$ cat config.mk
export PLATFORM = sky130hd
export DESIGN_NAME = scl_gen
export DESIGN_NICKNAME = d
export VERILOG_FILES = /design/src/rtl/scl_gen.sv
export SDC_FILE = /design/constraint.sdc
export NUM_CORES = 1
export LEC_CHECK = 0
export ABC_AREA = 0
export BUFFER_PORTS_ARGS = -buffer_cell sky130_fd_sc_hd__buf_2
export CORE_AREA = 2 2 72 74
export CTS_CLUSTER_DIAMETER = 80
export DETAILED_ROUTE_END_ITERATION = 6
export DIE_AREA = 0 0 74 76
export GPL_ROUTABILITY_DRIVEN = 0
export PLACE_DENSITY = 0.59
export SETUP_SLACK_MARGIN = 0.1
export SYNTH_ARGS = -nofsm -noshare
export SYNTH_HDL_FRONTEND = slang
export SYNTH_SLANG_ARGS = --single-unit
$ cat constraint.sdc
create_clock -name clk -period 3.37 [get_ports clk]
set_input_delay 0.1685 -clock clk [delete_from_list [all_inputs] [get_ports clk]]
set_output_delay 0.1685 -clock clk [all_outputs]
set_load 0.01 [all_outputs]
$ cat src/rtl/scl_gen.sv
module scl_gen #(
  parameter int CODE_W     = 5,
  parameter int BITS       = 8,
  parameter int STD_MULT   = 8,
  parameter int FAST_MULT  = 4,
  parameter int STD_MIN    = 5,
  parameter int FAST_MIN   = 3,
  parameter int SPEC_CODE  = 5,
  parameter int SPEC_PER   = 10,
  parameter int SPEC_LOW   = 6
) (
  input  logic       clk,
  input  logic       rst_n,
  input  logic       cfg_we,
  input  logic [7:0] cfg_wdata,
  input  logic       start_i,
  input  logic       rx_mode,
  input  logic       addr_byte,
  input  logic       addr_match,
  input  logic       sda_in,
  output logic       scl_o,
  output logic       sda_low_o,
  output logic       busy_o,
  output logic       done_o,
  output logic       ack_o,
  output logic       cfg_err
);
  localparam int PW = CODE_W + $clog2(STD_MULT) + 1;
  localparam int IW = $clog2(BITS + 1);

  logic [CODE_W-1:0] code;
  logic              fast, nack, ack_en;
  logic [PW-1:0]     period, low_t, cnt;
  logic [IW-1:0]     bit_idx, last_bit;
  logic              in_slot;

  wire [PW-1:0] code_x = PW'(code);

  always_comb begin
    if (fast && code == CODE_W'(SPEC_CODE)) begin
      period = PW'(SPEC_PER);
      low_t  = PW'(SPEC_LOW);
    end else begin
      period = fast ? code_x * PW'(FAST_MULT) : code_x * PW'(STD_MULT);
      low_t  = period >> 1;
    end
  end

  assign cfg_err   = fast ? (code < CODE_W'(FAST_MIN)) : (code < CODE_W'(STD_MIN));
  assign last_bit  = ack_en ? IW'(BITS) : IW'(BITS - 1);
  assign in_slot   = busy_o && ack_en && bit_idx == IW'(BITS);
  assign scl_o     = !(busy_o && cnt < low_t);
  assign sda_low_o = in_slot && rx_mode && !nack && (!addr_byte || addr_match);

  always_ff @(posedge clk or negedge rst_n) begin
    if (!rst_n) begin
      {ack_en, nack, fast, code} <= '0;
      busy_o  <= 1'b0;
      done_o  <= 1'b0;
      ack_o   <= 1'b1;
      cnt     <= '0;
      bit_idx <= '0;
    end else begin
      done_o <= 1'b0;
      if (cfg_we) begin
        {ack_en, nack, fast, code} <= cfg_wdata;
        busy_o  <= 1'b0;
        cnt     <= '0;
        bit_idx <= '0;
      end else if (!busy_o) begin
        if (start_i && !cfg_err) begin
          busy_o  <= 1'b1;
          cnt     <= '0;
          bit_idx <= '0;
          ack_o   <= 1'b1;
        end
      end else begin
        if (in_slot && cnt == low_t)
          ack_o <= sda_in;
        if (cnt == period - 1'b1) begin
          cnt <= '0;
          if (bit_idx == last_bit) begin
            busy_o <= 1'b0;
            done_o <= 1'b1;
          end else begin
            bit_idx <= bit_idx + 1'b1;
          end
        end else begin
          cnt <= cnt + 1'b1;
        end
      end
    end
  end

  a_r5_err_idle: assert property (@(posedge clk) disable iff (!rst_n)
    cfg_err && !busy_o |=> !busy_o && scl_o);
  a_r10_abort: assert property (@(posedge clk) disable iff (!rst_n)
    cfg_we |=> !busy_o && !done_o && scl_o);
  a_r11_done_single: assert property (@(posedge clk) disable iff (!rst_n)
    done_o |=> !done_o);
  a_r11_done_after_busy: assert property (@(posedge clk) disable iff (!rst_n)
    $rose(done_o) |-> $past(busy_o) && !busy_o);
  a_r12_sda_stable_high: assert property (@(posedge clk) disable iff (!rst_n)
    busy_o && $past(busy_o) && scl_o && $past(scl_o) |-> $stable(sda_low_o));
  a_r7_tx_release: assert property (@(posedge clk) disable iff (!rst_n)
    !rx_mode |-> !sda_low_o);
  a_r6_idle_high: assert property (@(posedge clk) disable iff (!rst_n)
    !busy_o |-> scl_o);
endmodule

==> results.toml <==
[clock_network]
cts-root-buf = "clkbuf_8"
clk_pin_slew_ps = 90
clock_latency_ps = 270
clockBufferDepth = 2
cts.sinks = 24
htree_num_levels = 1
cts_tree = "built"
cts_made_buffers = 3

[critical_path]
cp.depth = 12
crit_path_start_kind = "flop"
startpoint = "code[2]"
crit_chain = "nor3b_1 -> o21a_1 -> a21oi_1 -> ha_1 -> nor2b_1 -> o21ai_0 -> nand2b_1 -> a21oi_1 -> nor2b_1 -> o21ai_0 -> nand2_1 -> buf_2"
critical_path.max_stage_delay_ps = 580
slowest_stage = "dfrtp_1"
cp-endpoint = "scl_o"
critPathCaptureType = "primary output"
crit_family = "simple AND/OR/NAND/NOR gates"
worstPathRequired_ps = 3200
cp_data_arrival_time_ps = 2730
worst-r2r-setup-slack_ps = 590
path_class = "flop to primary output"
r2r_end = "cnt[6]"
r2r-start = "code[3]"
crit_buf_inv = 1
path_max_fanout = 13
r2r_cells = 7

[power]
peakVddDrop_v = 0.000185
p_total_uw = 680
p_per_area_mw_per_mm2 = 329
p_leak_uw = 0.000928

[global_routing]
antenna_found_initial = 0
grt_pass1_vias = 1472
grt_use_total_pct = 16.1
grt_overflow_total = 0
grt_pass1_wl_um = 7220
grt_max_degree = 25

[synth]
synth_xor_area_share_pct = 2.83
ys_warn_count = 0
yosys.area_share.simple_pct = 25.4
ys_seq_area_share_pct = 32.5
synth_compound_area_share_pct = 21.1
synth.cell_area_sq_mm = 0.00185
synth_top_family_by_area = "simple AND/OR/NAND/NOR gates"
synth_mux_area_share_pct = 7.02
async_flop_share_pct = 100
synth_cell_types = 52
synth_fp_nets = 237
syn_inst = 212
syn_area_per_cell_sq_um = 8.75
synth_edf_count = 0
ys_ff_latch = 24
synth_fa_ha_area_share_pct = 6.07
synthFlopType = "dfrtp_1"

[timing]
setup_tns_ps = 0
final_hold_viol_count = 0
fmax_ghz = 0.345
setup_viol = 0
rsz0062_at_grt = "no"
clock_skew_ps = 1.90
fin_crit_sh_pct = 85.9
fin_crit_ps = 2900
relSlewSlack_pct = 60.9
final_max_slew_viol_count = 0
tightestPinTransition_ps = 587

[layout]
final_nets = 252
utilization_pct = 42.1
syn2layout_area_growth_pct = 11.5
drive_gt1_share_pct = 18.6
n_antenna_cell = 0
multi_input_area_sq_mm = 0.00116
fill_cells = 495
final_cell_mix = "dfrtp_1, buf_2, nand2_1, o21ai_0, inv_1"
final_common_cell = "dfrtp_1"
register_area_sq_um = 602

[detailed_routing]
dr.first_iter.drc_count = 97
via_per_inst = 5.28
vias = 1563
drc = 0
final_antenna_net_count = 0
drt-total-wl_um = 4260
wl_per_cell_um = 14.4
firstDrtPassIters = 4

[floorplan]
std_cell_rows = 26
dieWidth_um = 74
core_area_sq_mm = 0.00491
ios = 22
die_area_sq_mm = 0.00562
die_h_um = 76
initial_core_util_pct = 37.7

[min_path]
hp-class = "input pin to flop"

[place]
dp_hpwl_um = 3190
port_buffers = 21

[status]
status = "completed"

[flow_run]
maxCapViolations = 0
==> metal layers <==
metal | vias up | wire [um] | track usage (%)
met1 | 744 | 2120 | 23.1
met5 | - | 0 | 0
met2 | 20 | 2010 | 26.1
met4 | 0 | 15 | 1.64
li1 | 797 | - | -
met3 | 2 | 112 | 2.78
==> layout make-up <==
type                    instances  area share, %
clock buffers                   4           2.66
inverters                      11           2.00
well taps                      70           4.24
repair buffers                 23           5.93
multi-input cells             164           56.1
flip-flops and latches         24           29.1
==> state kept, by name (all words and copies together), names as in the netlist <==
signal and flops:
busy_o 1, done_o 1, ack_o 1, cnt 9, code 5, bit_idx 4
nack 1, fast 1, ack_en 1
==> stage by stage <==
stage | area, sq um | worst slack, ps | instances | hold slack [ps]
6_report | 2070 | 474 | 296 | 102
5_1_grt | 2070 | 167 | 296 | 117
3_5_place_dp | 2000 | 583 | 291 | 216
2_1_floorplan | 1850 | 976 | 212 | -127
4_1_cts | 2070 | 462 | 296 | 99.3
3_3_place_gp | 2000 | 657 | 291 | 209
==> cell families (layout without fill, tap and decap cells) <==
group / Yosys count / in the layout
and+or+nand+nor: 83 / 83
AOI/OAI and AO/OA: 54 / 54
DFF: 24 / 24
buffers and inverters: 24 / 38
muxes: 12 / 12
adders and majority gates: 9 / 9
xor gates and xnor gates: 6 / 6
==> synth_stat cells, types with 2 or more instances <==
cell | number | area [sq um]
a21o_1 | 4 | 30.0
nand3_1 | 5 | 25.0
and2_1 | 3 | 18.8
nor2_1 | 8 | 30.0
nor4_1 | 3 | 18.8
nor3_1 | 5 | 25.0
nand4b_1 | 2 | 17.5
mux2i_1 | 4 | 40.0
o21ai_1 | 4 | 20.0
nor2b_1 | 8 | 50.1
nand2_1 | 17 | 63.8
nor4b_1 | 2 | 17.5
mux2_2 | 8 | 90.1
nand3b_1 | 3 | 22.5
nor3b_1 | 4 | 30.0
xnor2_1 | 5 | 43.8
clkbuf_1 | 9 | 33.8
nand4_1 | 3 | 18.8
o21ai_0 | 14 | 70.1
a22o_1 | 4 | 35.0
a31oi_1 | 3 | 18.8
buf_2 | 3 | 15.0
ha_1 | 9 | 113
a2111o_1 | 2 | 22.5
a31o_2 | 2 | 17.5
inv_1 | 11 | 41.3
dfrtp_1 | 23 | 576
or3_1 | 2 | 12.5
nand2b_1 | 9 | 56.3
a21oi_1 | 7 | 35.0
and3_1 | 5 | 31.3
==> worst min-delay path by stage <==
stage	start	endpoint	slack, ps	depth (start not counted)
finish	cfg_wdata[1]	code[1]	100	3
global route	cfg_wdata[7]	ack_en	120	2
CTS	cfg_wdata[1]	code[1]	100	3
detailed placement	rst_n	code[1]	220	1
global placement	rst_n	code[1]	210	1
floorplan	rst_n	ack_en	-130	0
==> timing repair <==
item,4_1_cts,5_1_grt
setup buffers,0,0
hold buffers,1,0
hold endpoints to repair,23,0
resized for setup,0,0
==> worst min-delay path, delay by kind of cell <==
family,cells,cell delay (ps)
buffers and inverters,1,80
AO/OA/AOI/OAI,1,50
AND/OR/NAND/NOR,1,40
==> report_power, final <==
group | leakage, uW | internal, uW | switching, uW | total (uW)
Combinational | 0.000586 | 65.4 | 84.5 | 150
Sequential | 0.000313 | 299 | 26.9 | 326
Clock | 0.0000288 | 104 | 99.2 | 204
Total | 0.000928 | 469 | 211 | 680
Power figures use the tool's default switching activity.
